==> src/rtl/loc_irq_timer_pkg.sv <==
package loc_irq_timer_pkg;

  // Strobes and qualifiers passed from control to datapath each cycle
  typedef struct packed {
    logic load;      // start count written this cycle
    logic tick;      // one prescaled tick ends at this edge
    logic periodic;  // entry mode bit
    logic masked;    // entry mask bit
    logic zeroInit;  // stored start count is zero
  } tmrStrobe_t;

endpackage

==> src/rtl/loc_irq_timer_ctrl.sv <==
module loc_irq_timer_ctrl
  import loc_irq_timer_pkg::*;
#(
  parameter int CNT_W   = 32,
  parameter int SHIFT_W = 3,
  parameter int VEC_W   = 8
) (
  input  logic               clk,
  input  logic               rstN,
  input  logic               cntWr,
  input  logic [CNT_W-1:0]   cntData,
  input  logic               divWr,
  input  logic [SHIFT_W-1:0] divShift,
  input  logic               lvtWr,
  input  logic               lvtMask,
  input  logic               lvtPeriodic,
  input  logic [VEC_W-1:0]   lvtVector,
  output tmrStrobe_t         strobes,
  output logic [CNT_W-1:0]   initCount,
  output logic [VEC_W-1:0]   vector
);

  localparam int PRE_W = (1 << SHIFT_W) - 1;

  logic [SHIFT_W-1:0] shiftReg;
  logic               maskReg;
  logic               periodicReg;
  logic [PRE_W-1:0]   preCnt;
  logic [PRE_W:0]     divFull;
  logic [PRE_W-1:0]   tickMask;

  always_ff @(posedge clk) begin
    if (!rstN) begin
      shiftReg    <= '0;
      maskReg     <= 1'b1;
      periodicReg <= 1'b0;
      vector      <= '0;
      initCount   <= '0;
      preCnt      <= '0;
    end else begin
      if (divWr) shiftReg <= divShift;
      if (lvtWr) begin
        maskReg     <= lvtMask;
        periodicReg <= lvtPeriodic;
        vector      <= lvtVector;
      end
      if (cntWr) begin
        initCount <= cntData;
        preCnt    <= '0;
      end else begin
        preCnt <= preCnt + PRE_W'(1);
      end
    end
  end

  // Tick fires when the low 'shift' bits of the prescaler are all ones
  always_comb begin
    divFull  = (PRE_W+1)'(1) << shiftReg;
    tickMask = PRE_W'(divFull - (PRE_W+1)'(1));
  end

  always_comb begin
    strobes.load     = cntWr;
    strobes.tick     = ((preCnt & tickMask) == tickMask);
    strobes.periodic = periodicReg;
    strobes.masked   = maskReg;
    strobes.zeroInit = (initCount == '0);
  end

  // with no prescale every cycle carries a tick
  a_r3_div_one_every_cycle: assert property (@(posedge clk) disable iff (!rstN)
    (shiftReg == '0) |-> strobes.tick);

  // a count write restarts the prescale phase
  a_r2_phase_restart: assert property (@(posedge clk) disable iff (!rstN)
    $past(cntWr) |-> (preCnt == '0));

endmodule

==> src/rtl/loc_irq_timer_dp.sv <==
module loc_irq_timer_dp
  import loc_irq_timer_pkg::*;
#(
  parameter int CNT_W = 32,
  parameter int VEC_W = 8
) (
  input  logic             clk,
  input  logic             rstN,
  input  tmrStrobe_t       strobes,
  input  logic [CNT_W-1:0] loadValue,
  input  logic [CNT_W-1:0] initCount,
  input  logic [VEC_W-1:0] vector,
  output logic             expPulse,
  output logic [VEC_W-1:0] expVector,
  output logic [CNT_W-1:0] curCount
);

  logic spent;   // one-shot expiry already consumed
  logic fireNow;
  logic atZero;

  always_comb begin
    atZero  = (curCount == '0);
    fireNow = !strobes.load && strobes.tick && atZero && !strobes.zeroInit &&
              (strobes.periodic || !spent);
  end

  always_ff @(posedge clk) begin
    if (!rstN) begin
      curCount  <= '0;
      spent     <= 1'b1;
      expPulse  <= 1'b0;
      expVector <= '0;
    end else begin
      expPulse <= fireNow && !strobes.masked;
      if (fireNow && !strobes.masked) expVector <= vector;
      if (strobes.load) begin
        curCount <= loadValue;
        spent    <= 1'b0;
      end else if (strobes.tick) begin
        if (atZero) begin
          if (strobes.periodic) curCount <= initCount;
          else                  spent    <= 1'b1;
        end else begin
          curCount <= curCount - CNT_W'(1);
        end
      end
    end
  end

  // expiry pulse lasts a single cycle
  a_r8_one_wide: assert property (@(posedge clk) disable iff (!rstN)
    expPulse |=> !expPulse);

  // no expiry from a zero start count
  a_r7_zero_silent: assert property (@(posedge clk) disable iff (!rstN)
    expPulse |-> ($past(initCount) != '0));

  // one-shot expiry leaves the count at zero
  a_r4_oneshot_zero: assert property (@(posedge clk) disable iff (!rstN)
    (expPulse && !$past(strobes.periodic)) |-> (curCount == '0));

  // periodic expiry reloads the count
  a_r5_periodic_reload: assert property (@(posedge clk) disable iff (!rstN)
    (expPulse && $past(strobes.periodic)) |-> (curCount == initCount));

  // count never exceeds the stored start count
  a_r3_count_bounded: assert property (@(posedge clk) disable iff (!rstN)
    curCount <= initCount);

endmodule

==> src/rtl/loc_irq_timer.sv <==
module loc_irq_timer
  import loc_irq_timer_pkg::*;
#(
  parameter int CNT_W   = 32,
  parameter int SHIFT_W = 3,
  parameter int VEC_W   = 8
) (
  input  logic               clk,
  input  logic               rstN,
  input  logic               cntWr,
  input  logic [CNT_W-1:0]   cntData,
  input  logic               divWr,
  input  logic [SHIFT_W-1:0] divShift,
  input  logic               lvtWr,
  input  logic               lvtMask,
  input  logic               lvtPeriodic,
  input  logic [VEC_W-1:0]   lvtVector,
  output logic               expPulse,
  output logic [VEC_W-1:0]   expVector,
  output logic [CNT_W-1:0]   curCount
);

  tmrStrobe_t       strobes;
  logic [CNT_W-1:0] initCount;
  logic [VEC_W-1:0] vector;

  loc_irq_timer_ctrl #(.CNT_W(CNT_W), .SHIFT_W(SHIFT_W), .VEC_W(VEC_W)) u_ctrl (
    .clk(clk), .rstN(rstN),
    .cntWr(cntWr), .cntData(cntData),
    .divWr(divWr), .divShift(divShift),
    .lvtWr(lvtWr), .lvtMask(lvtMask), .lvtPeriodic(lvtPeriodic), .lvtVector(lvtVector),
    .strobes(strobes), .initCount(initCount), .vector(vector)
  );

  loc_irq_timer_dp #(.CNT_W(CNT_W), .VEC_W(VEC_W)) u_dp (
    .clk(clk), .rstN(rstN),
    .strobes(strobes), .loadValue(cntData), .initCount(initCount), .vector(vector),
    .expPulse(expPulse), .expVector(expVector), .curCount(curCount)
  );

  // written count is visible on the next cycle
  a_r2_load_value: assert property (@(posedge clk) disable iff (!rstN)
    $past(cntWr) |-> (curCount == $past(cntData)));

  // no expiry in the cycle right after a reload
  a_r9_reload_quiet: assert property (@(posedge clk) disable iff (!rstN)
    $past(cntWr) |-> !expPulse);

endmodule

==> config.mk <==
export PLATFORM = sky130hd
export DESIGN_NAME = loc_irq_timer
export DESIGN_NICKNAME = d
export VERILOG_FILES = /design/src/rtl/loc_irq_timer_pkg.sv /design/src/rtl/loc_irq_timer_ctrl.sv /design/src/rtl/loc_irq_timer_dp.sv /design/src/rtl/loc_irq_timer.sv
export SDC_FILE = /design/constraint.sdc
export NUM_CORES = 1
export LEC_CHECK = 0
export BUFFER_PORTS_ARGS = -buffer_cell sky130_fd_sc_hd__buf_2
export CAP_MARGIN = 15
export CORE_MARGIN = 5
export CORE_UTILIZATION = 56
export DETAILED_ROUTE_END_ITERATION = 6
export GPL_ROUTABILITY_DRIVEN = 0
export HOLD_SLACK_MARGIN = 0.06
export PLACE_DENSITY = 0.8
export SKIP_CTS_REPAIR_TIMING = 1
export SLEW_MARGIN = 20
export SYNTH_ARGS = -nofsm -noshare
export SYNTH_HDL_FRONTEND = slang
export SYNTH_HIERARCHICAL = 1
export SYNTH_SLANG_ARGS = --single-unit
==> constraint.sdc <==
create_clock -name clk -period 2.7 [get_ports clk]
set_input_delay 0.405 -clock clk [delete_from_list [all_inputs] [get_ports clk]]
set_output_delay 0.405 -clock clk [all_outputs]
set_load 0.01 [all_outputs]
==> metrics.txt, run 1 <==
Stages on worst setup path 7; slowest stage delay, CP 0.56 ns; worst slew margin relative to its limit 51.98%; Reg power frac 43.8%; Post-Synthesis Cells 570; f_max 0.3908 GHz; Syn Nets 623; post-route ant nets 0; XOR/XNOR Fraction of Synth Area 2.968%; clk_lat worst skew 0.37 ns; Die Height 104.6 µm; Inserted Clock Buffers 9; Worst Setup End Kind register; Mean Syn Cell Area 8.800 µm²; GRT Util Overall 26.35%; dpl cell area 5619 µm²; drt wl/cell 18.91 µm; Comb pwr share 21.3%; vias per inst 6.332; CTS tree done; first-pass GRT wire length 24030 µm; Final setup viols 0; setup TNS 0 ns; Overflow after GRT 0; Synth area leaders dfxtp_1, mux2i_1, nor2b_1; R2R cell count 7; nets 713; worst slew pin tran 0.7137 ns; NetSw 1.067 mW; number of synthesized flops with an enable pin 0; Reg clk slew, reported paths 0.09 ns; vias in the first global route 4820; WP buf/inv 1; Yosys warning count 6; Final Core Density 67.62%; Fin. Hold Viols 0; die area 10950 µm²; # port buffers 90; Die Wd 104.6 µm; Sw Share 29.53%; Synth Area in Adders 0.7483%; post-place setup slack 0.2398 ns; routed vias 4895; root buf cell clkbuf_8; pwr dens 612.8 nW/µm²; initial drt markers 452; mux contribution to synthesized area 11.80%; area delta synth->final 17.56%; area share of and/or/nand/nor cells after synthesis 26.34%; area leader, netlist dfxtp_1; Worst EP arrival 2.82 ns; count of cell types in the netlist 67; Yosys reg bits 94; HP Class input port to register; first-pass detailed-route iteration total 5; post-layout min period 2.559 ns; Async SR Flop Fraction 0%; status finished, final reports clean; critical path class register to register; largest net degree at the start of global routing 40; Boundary Pins 91; ANT cells 0; slowest library cell on the worst path or4_4; Critical Path RT 2.96 ns; Clock Tree Buf Depth 2; layout cells sized above 1 23.46%; period utilisation layout 94.77%; final WL 14610 µm; Max Slew Vio Count 0; worst vdd rail ir drop 0.3991 mV; unrepaired setup endpoints after global routing no; WHS 0.2726 ns; mapped cell area 5016 µm²; P_leak 2.595 nW; hpwl dp 10720 µm; crit-path max FO 9; family with the most delay on the worst path simple AND/OR/NAND/NOR gates; Critical Path Start Type register; largest family of logic cells by synthesized area simple AND/OR/NAND/NOR gates; DRC violations left 0; area share of the leading cell type in the synthesized netlist 37.52%; core box area 8721 µm²; Cell Chain, Critical Path or4_4 -> nor3b_1 -> and4_1 -> buf_4 -> and3_1 -> a22oi_1 -> a31oi_1; Clk pwr share 34.9%; WHS Path Cells 3; count leader, synth dfxtp_1; top cells by count, synth dfxtp_1, mux2i_1, nor2b_1; number of antenna violations at the first check in global routing 0; sequential area share after synthesis 37.52%; CTS Sinks 94; Final WS setup 0.1413 ns; post-synthesis compound-gate area fraction 15.96%; Clock Skew 0.009512 ns; Top FF cell, synth dfxtp_1; H-tree levels 3; Initial Util 57.52%; internal power 2.547 mW; row cnt 34; fin area 5897 µm²; MaxCap Viol Count 0
==> power groups by stage <==
| stage | registers (mW) | clock network, mW | logic (mW) |
|---|---|---|---|
| after global placement | 1.60 | 0 | 0.732 |
| after detailed placement | 1.61 | 0 | 0.747 |
| final | 1.58 | 1.26 | 0.771 |
| after floorplan | 1.60 | 0 | 0.497 |
| after CTS | 1.58 | 1.28 | 0.751 |
| after global routing | 1.60 | 1.34 | 0.835 |
==> metrics by stage <==
step           power [mW]  cells
5_1_grt             3.766    773
3_3_place_gp        2.335    757
2_1_floorplan       2.097    570
6_report            3.614    773
3_5_place_dp        2.357    757
4_1_cts             3.609    773
==> cell usage in the layout, fill, tap and decap left out, types with 21 or more instances in the layout <==
master    n
a21oi_1  26
buf_2    90
buf_4    27
dfxtp_1  94
mux2i_1  58
nand2_1  30
nor2_1   40
nor2b_1  48
nor4_1   21
o21ai_0  27
==> metal layers <==
metal	global-route usage, %	vias up	share of wire [%]
met1	33.29	2267	40
met5	0	-	0
met4	12.60	0	4.4
li1	-	2274	-
met3	7.337	72	10
met2	41.58	282	45
==> final timing paths <==
path,slack [ns],endpoint,from
hold / removal,0.27,u_ctrl/maskReg,lvtMask
hold reg to reg,0.50,u_ctrl/preCnt[6],u_ctrl/preCnt[6]
setup / recovery,0.14,u_dp/curCount[10],u_dp/curCount[2]
setup reg to reg,0.14,u_dp/curCount[10],u_dp/curCount[2]
==> registers in the layout, indices dropped and copies added (netlist names) <==
signal / count
u_ctrl/periodicReg: 1
u_dp/expVector: 8
u_ctrl/preCnt: 7
u_dp/expPulse: 1
u_dp/spent: 1
u_ctrl/maskReg: 1
u_ctrl/initCount: 32
u_dp/curCount: 32
u_ctrl/shiftReg: 3
u_ctrl/vector: 8
==> worst register-to-register path: cells and delay by family (launching register included) <==
| family | cells | cell delay, ns |
|---|---|---|
| AOI/OAI and AO/OA | 2 | 0.35 |
| DFF | 1 | 0.41 |
| and+or+nand+nor | 4 | 1.55 |
| buffers and inverters | 1 | 0.16 |
==> layout make-up <==
| cell class | instances | area (µm²) |
|---|---|---|
| Multi-Input combinational cell | 427 | 2910 |
| Fill cell | 688 | 2824 |
| Sequential cell | 94 | 1882 |
| Timing Repair Buffer | 117 | 653.1 |
| Clock buffer | 10 | 137.6 |
| Clock inverter | 6 | 137.6 |
| Tap cell | 108 | 135.1 |
| Inverter | 11 | 41.29 |
==> kinds of logic after synthesis <==
group,count (synthesis)
AO/OA/AOI/OAI,120
multiplexers,59
buffers and inverters,49
flip-flops,94
adder cells (fa/ha/maj),3
AND/OR/NAND/NOR,228
XOR/XNOR,17
Power figures use the tool's default switching activity.
==> run 2, diff against run 1 <==
--- a/config.mk
+++ b/config.mk
@@ -8,11 +8,11 @@
 export BUFFER_PORTS_ARGS = -buffer_cell sky130_fd_sc_hd__buf_2
 export CAP_MARGIN = 15
 export CORE_MARGIN = 5
-export CORE_UTILIZATION = 56
+export CORE_UTILIZATION = 60
 export DETAILED_ROUTE_END_ITERATION = 6
 export GPL_ROUTABILITY_DRIVEN = 0
 export HOLD_SLACK_MARGIN = 0.06
-export PLACE_DENSITY = 0.8
+export PLACE_DENSITY = 0.85
 export SKIP_CTS_REPAIR_TIMING = 1
 export SLEW_MARGIN = 20
 export SYNTH_ARGS = -nofsm -noshare
==> constraint.sdc (replaced) <==
create_clock -name clk -period 3 [get_ports clk]
set_input_delay 0.45 -clock clk [delete_from_list [all_inputs] [get_ports clk]]
set_output_delay 0.45 -clock clk [all_outputs]
set_load 0.01 [all_outputs]
==> run 2 against run 1 <==
Register-to-register slack better by 0.12 ns. Clock skew up 0.0015 ns. Global-route usage up 2.2 points. Core utilization up 2.5 points. Setup slack better by 0.12 ns. Clock power down 29%. Highest routed layer unchanged. Hold slack better by 0.044 ns. Final area down 2.7%. Combinational power down 13%. Count of clock-buffer cells in the layout down 1. Routed wire length up 1.8%. Die area down 6.0%.
==> metrics.txt, run 2 (same netlist as run 1, synthesis figures left out) <==
Die Height 101.4 µm (-3.1%); number of antenna violations at the first check in global routing 0 (unchanged); die area 10290 µm² (-6.0%); Clock Tree Buf Depth 2 (unchanged); Die Wd 101.4 µm (-3.1%); Worst Setup End Kind register; worst slew margin relative to its limit 46.99% (-5.0 points); row cnt 33 (-2.9%); R2R cell count 7 (unchanged); layout cells sized above 1 21.63% (-1.8 points); slowest library cell on the worst path or4_1; Max Slew Vio Count 0 (unchanged); initial drt markers 452 (unchanged); Boundary Pins 91 (unchanged); MaxCap Viol Count 0 (unchanged); commonest non-fill, non-tap cell in the layout dfxtp_1; slowest stage delay, CP 0.69 ns (+0.13 ns); first-pass GRT wire length 23070 µm (-4.0%); vias per inst 6.605 (+4.3%); nets 700 (-1.8%); unrepaired setup endpoints after global routing no; # fillers 629 (-8.6%); # port buffers 90 (unchanged); root buf cell clkbuf_8; Cell Chain, Critical Path or4_1 -> nor3_1 -> and4_1 -> buf_4 -> and3_1 -> a22oi_1 -> a31oi_1; Overflow after GRT 0 (unchanged); Final setup viols 0 (unchanged); core box area 8175 µm² (-6.3%); crit-path max FO 10 (+1); Worst EP arrival 3.00 ns (+0.18 ns); worst vdd rail ir drop 0.3284 mV (-18%); Stages on worst setup path 7 (unchanged); hpwl dp 10580 µm (-1.3%); period utilisation layout 91.33% (-3.4 points); Critical Path Start Type register; WP buf/inv 1 (unchanged); H-tree levels 3 (unchanged); status finished, final reports clean; Fin. Hold Viols 0 (unchanged); critical path class register to register; area delta synth->final 14.34%; clk_lat worst skew 0.36 ns (about the same); Clock Skew 0.01105 ns (+0.001536 ns); pwr dens 521.9 nW/µm² (-15%); CTS Sinks 94 (unchanged); Final Core Density 70.16% (+2.5 points); routed vias 5000 (+2.1%); Inserted Clock Buffers 9 (unchanged); dpl cell area 5518 µm² (-1.8%); Reg clk slew, reported paths 0.10 ns (about the same); biggest regs u_ctrl/initCount: 32 flops, u_dp/curCount: 32 flops; Critical Path RT 3.26 ns (+0.30 ns); vias in the first global route 4683 (-2.8%); DRC violations left 0 (unchanged); first-pass detailed-route iteration total 7 (+2); P_leak 2.500 nW (-3.6%); setup TNS 0 ns (unchanged); ANT cells 0 (unchanged); CTS tree done; f_max 0.3650 GHz (-6.6%); final WL 14880 µm (+1.8%); HP Class input port to register; family with the most delay on the worst path simple AND/OR/NAND/NOR gates; GRT Util Overall 28.53% (+2.2 points); post-layout min period 2.740 ns (+0.1812 ns); largest net degree at the start of global routing 48 (+20%); drt wl/cell 19.66 µm (+4.0%); Initial Util 61.36% (+3.8 points); fin area 5736 µm² (-2.7%); post-route ant nets 0 (unchanged); worst slew pin tran 0.7879 ns (+0.07422 ns); WHS Path Cells 3 (unchanged); commonest cells after routing, fill and taps aside dfxtp_1, buf_2, mux2i_1
run 2: changes by cell type in the layout (fill, tap and decap cells not counted), moves of 2 or more:
| cell | delta |
|---|---|
| inv_6 | -2 |
| inv_8 | +2 |
| buf_4 | -13 |
| clkinv_4 | +2 |
| bufinv_16 | -3 |
run 2: metrics by stage:
step	worst slack [ns]	std cells	hold WS [ns]	total power, mW
5_1_grt	0.1809	757	0.3061	3.122
2_1_floorplan	0.6541	570	0.4429	1.887
4_1_cts	0.3725	757	0.2988	2.985
3_3_place_gp	0.5105	741	0.4715	2.082
6_report	0.2601	757	0.3168	2.993
3_5_place_dp	0.3978	741	0.4853	2.100
run 2: metal layers:
layer | part of all wire [%] | up-vias | track usage [%]
met5 | 0 | - | 0
met4 | 4.8 | 0 | 17.59
met3 | 13 | 69 | 7.713
met2 | 45 | 386 | 44.11
met1 | 37 | 2292 | 35.31
li1 | - | 2253 | -
run 2: worst reg2reg max path, stage by stage, from the launching register on:
cell	delay, ns
dfxtp_1	0.40
or4_1	0.69
nor3_1	0.33
and4_1	0.34
buf_4	0.23
and3_1	0.34
a22oi_1	0.12
a31oi_1	0.20
run 2: area by class of cell:
type	instances	area, µm²	share of cell area [%]
Clock buffer	9	123.9	2.160
Clock inverter	7	93.84	1.636
Inverter	11	41.29	0.7199
Multi-Input combinational cell	427	2908	50.70
Sequential cell	94	1882	32.81
Tap cell	105	131.4	2.291
Timing Repair Buffer	104	555.5	9.686
run 2: power by group:
part | internal [mW] | switching (mW) | leakage (nW)
clock | 0.406 | 0.483 | 0.106
sequential | 1.33 | 0.109 | 0.775
combinational | 0.279 | 0.390 | 1.62
run 2: path summary, 6_finish.rpt:
check | from | end | slack [ns]
setup / recovery | u_dp/curCount[14] | u_dp/curCount[10] | 0.26
hold / removal | lvtMask | u_ctrl/maskReg | 0.32
setup reg to reg | u_dp/curCount[14] | u_dp/curCount[10] | 0.26
hold reg to reg | u_ctrl/preCnt[6] | u_ctrl/preCnt[6] | 0.50
==> run 3, diff against run 2 <==
--- a/config.mk
+++ b/config.mk
@@ -7,12 +7,14 @@
 export LEC_CHECK = 0
 export BUFFER_PORTS_ARGS = -buffer_cell sky130_fd_sc_hd__buf_2
 export CAP_MARGIN = 15
+export CELL_PAD_IN_SITES_DETAIL_PLACEMENT = 2
+export CELL_PAD_IN_SITES_GLOBAL_PLACEMENT = 2
 export CORE_MARGIN = 5
-export CORE_UTILIZATION = 60
+export CORE_UTILIZATION = 36
 export DETAILED_ROUTE_END_ITERATION = 6
 export GPL_ROUTABILITY_DRIVEN = 0
 export HOLD_SLACK_MARGIN = 0.06
-export PLACE_DENSITY = 0.85
+export PLACE_DENSITY_LB_ADDON = 0.1
 export SKIP_CTS_REPAIR_TIMING = 1
 export SLEW_MARGIN = 20
 export SYNTH_ARGS = -nofsm -noshare
==> run 3 against run 2 <==
Maximum frequency rose by 1.0%. Sequential power barely moved. Combinational power rose by 7.9%. Via count fell by 3.2%. Final area rose by 5.0%. Critical path type unchanged. Largest cell class unchanged.
==> metrics.txt, run 3 (same netlist as run 1, synthesis figures left out) <==
status finished, final reports clean; worst slew pin tran 0.6685 ns (-0.1194 ns); Final setup viols 0 (unchanged); Clk pwr share 37.5% (+7.8 points); internal power 2.406 mW (+20%); Clock Skew 0.008978 ns (-0.002070 ns); WHS Path Cells 3 (unchanged); setup TNS 0 ns (unchanged); post-route ant nets 0 (unchanged); ANT cells 0 (unchanged); GRT Util Overall 23.25% (-5.3 points); Sw Share 30.29% (-2.5 points); Die Height 128.0 µm (+26%); # port buffers 90 (unchanged); Overflow after GRT 0 (unchanged); Sequential Area 1882 µm² (unchanged); Cell Chain, Critical Path nand2_1 -> nor3_1 -> o211a_1 -> inv_1 -> nor2_1 -> buf_4 -> nand3_1 -> o221ai_1 -> a311oi_1; Die Wd 128.0 µm (+26%); period utilisation layout 90.40% (-0.93 points); biggest regs u_ctrl/initCount: 32 flops, u_dp/curCount: 32 flops; f_max 0.3687 GHz (+1.0%); WL met1 8291 µm (+49%); family with the most delay on the worst path compound AO/OA/AOI/OAI gates; Tot Pwr 3.451 mW (+15%); critical path class register to register; Post-Place Cells 826 (+11%); top routing layer in use met4; R2R cell count 9 (+2); initial drt markers 190 (-58%); Final WS setup 0.2880 ns (+0.02795 ns); CTS tree done; die area 16390 µm² (+59%); Initial Util 36.42% (-25 points); clk_lat worst skew 0.35 ns (about the same); slowest library cell on the worst path dfxtp_1; Boundary Pins 91 (unchanged); DRC violations left 0 (unchanged); Worst EP arrival 2.92 ns (-0.08 ns); Comb pwr share 20.9% (-1.5 points); slowest stage delay, CP 0.44 ns (-0.25 ns); drt wl/cell 22.37 µm (+14%); Critical Path Start Type register; Final Non-Filler Cells 842 (+11%); core box area 13770 µm² (+68%); dpl cell area 5687 µm² (+3.1%); post-layout min period 2.712 ns (-0.02795 ns); Final Core Density 43.71% (-26 points); met2 wire len 9317 µm (+39%); fin area 6021 µm² (+5.0%); MaxCap Viol Count 0 (unchanged); first-pass detailed-route iteration total 4 (-3); vias per inst 5.746 (-13%); Fin. Hold Viols 0 (unchanged); row cnt 43 (+30%); H-tree levels 3 (unchanged); P_leak 2.607 nW (+4.3%); Worst Setup End Kind register; vias in the first global route 5339 (+14%); Reg power frac 41.6% (-6.3 points); NetSw 1.045 mW (+6.5%); largest net degree at the start of global routing 47 (-2.1%); # fillers 1615 (+160%); Stages on worst setup path 9 (+2); nets 710 (+1.4%); crit-path max FO 14 (+4); post-place setup slack 0.3594 ns (-0.03841 ns); Max Slew Vio Count 0 (unchanged); commonest cells after routing, fill and taps aside dfxtp_1, buf_2, mux2i_1; Inserted Clock Buffers 9 (unchanged); worst slew margin relative to its limit 55.43% (+8.4 points); pwr dens 573.1 nW/µm² (+9.8%); HP Class input port to register; routed vias 4838 (-3.2%); first-pass GRT wire length 29930 µm (+30%); final WL 18840 µm (+27%); WHS 0.3182 ns (+0.001413 ns); commonest non-fill, non-tap cell in the layout dfxtp_1; area delta synth->final 20.03%; WP buf/inv 2 (+1); CTS Sinks 94 (unchanged); hpwl dp 13770 µm (+30%); root buf cell clkbuf_16; Critical Path RT 3.21 ns (-0.05 ns); Routed met3 length 803 µm (-57%); unrepaired setup endpoints after global routing no; footprint of the multi-input gates 2908 µm² (unchanged); Reg clk slew, reported paths 0.07 ns (-0.03 ns); layout cells sized above 1 22.66% (+1.0 points); Clock Tree Buf Depth 2 (unchanged); worst vdd rail ir drop 0.2428 mV (-26%); number of antenna violations at the first check in global routing 0 (unchanged)
==> run 3: changes by cell type in the layout (fill, tap and decap cells not counted), sizes merged <==
cell	change
inv	-1
buf	+10
clkbuf	+3
clkinvlp	-1
bufinv	+1
clkinv	-2
==> run 3: worst paths after layout <==
kind | to | from | slack, ns
max | u_dp/curCount[17] | u_ctrl/preCnt[0] | 0.29
min | u_ctrl/maskReg | lvtMask | 0.32
max reg2reg | u_dp/curCount[17] | u_ctrl/preCnt[0] | 0.29
min reg2reg | u_ctrl/preCnt[6] | u_ctrl/preCnt[6] | 0.49
==> run 3: metal layers <==
| metal | GRT usage [%] | vias to the layer above |
|---|---|---|
| met1 | 29.11 | 2425 |
| met4 | 7.366 | 0 |
| met3 | 4.500 | 28 |
| li1 | - | 2280 |
| met5 | 0 | - |
| met2 | 40.23 | 105 |
==> run 3: tightest hold or removal path, delay by kind of cell <==
family	cells	cell delay, ns
buf+inv	1	0.08
simple gates	1	0.06
mux	1	0.06
==> run 3: cell type report <==
type / instances / share of cell area [%]
clock buffer: 12 / 4.260
clock inverter: 4 / 1.288
inverter: 11 / 0.6858
multi-input combinational: 427 / 48.30
sequential: 94 / 31.26
tap: 180 / 3.741
timing repair buffer: 114 / 10.47
==> run 3: power groups by stage <==
stage,registers (mW),clock network [mW],logic [mW]
global placement,1.46,0,0.686
global route,1.45,1.38,0.784
floorplan,1.44,0,0.447
finish,1.43,1.29,0.722
CTS,1.43,1.33,0.720
detailed placement,1.46,0,0.710
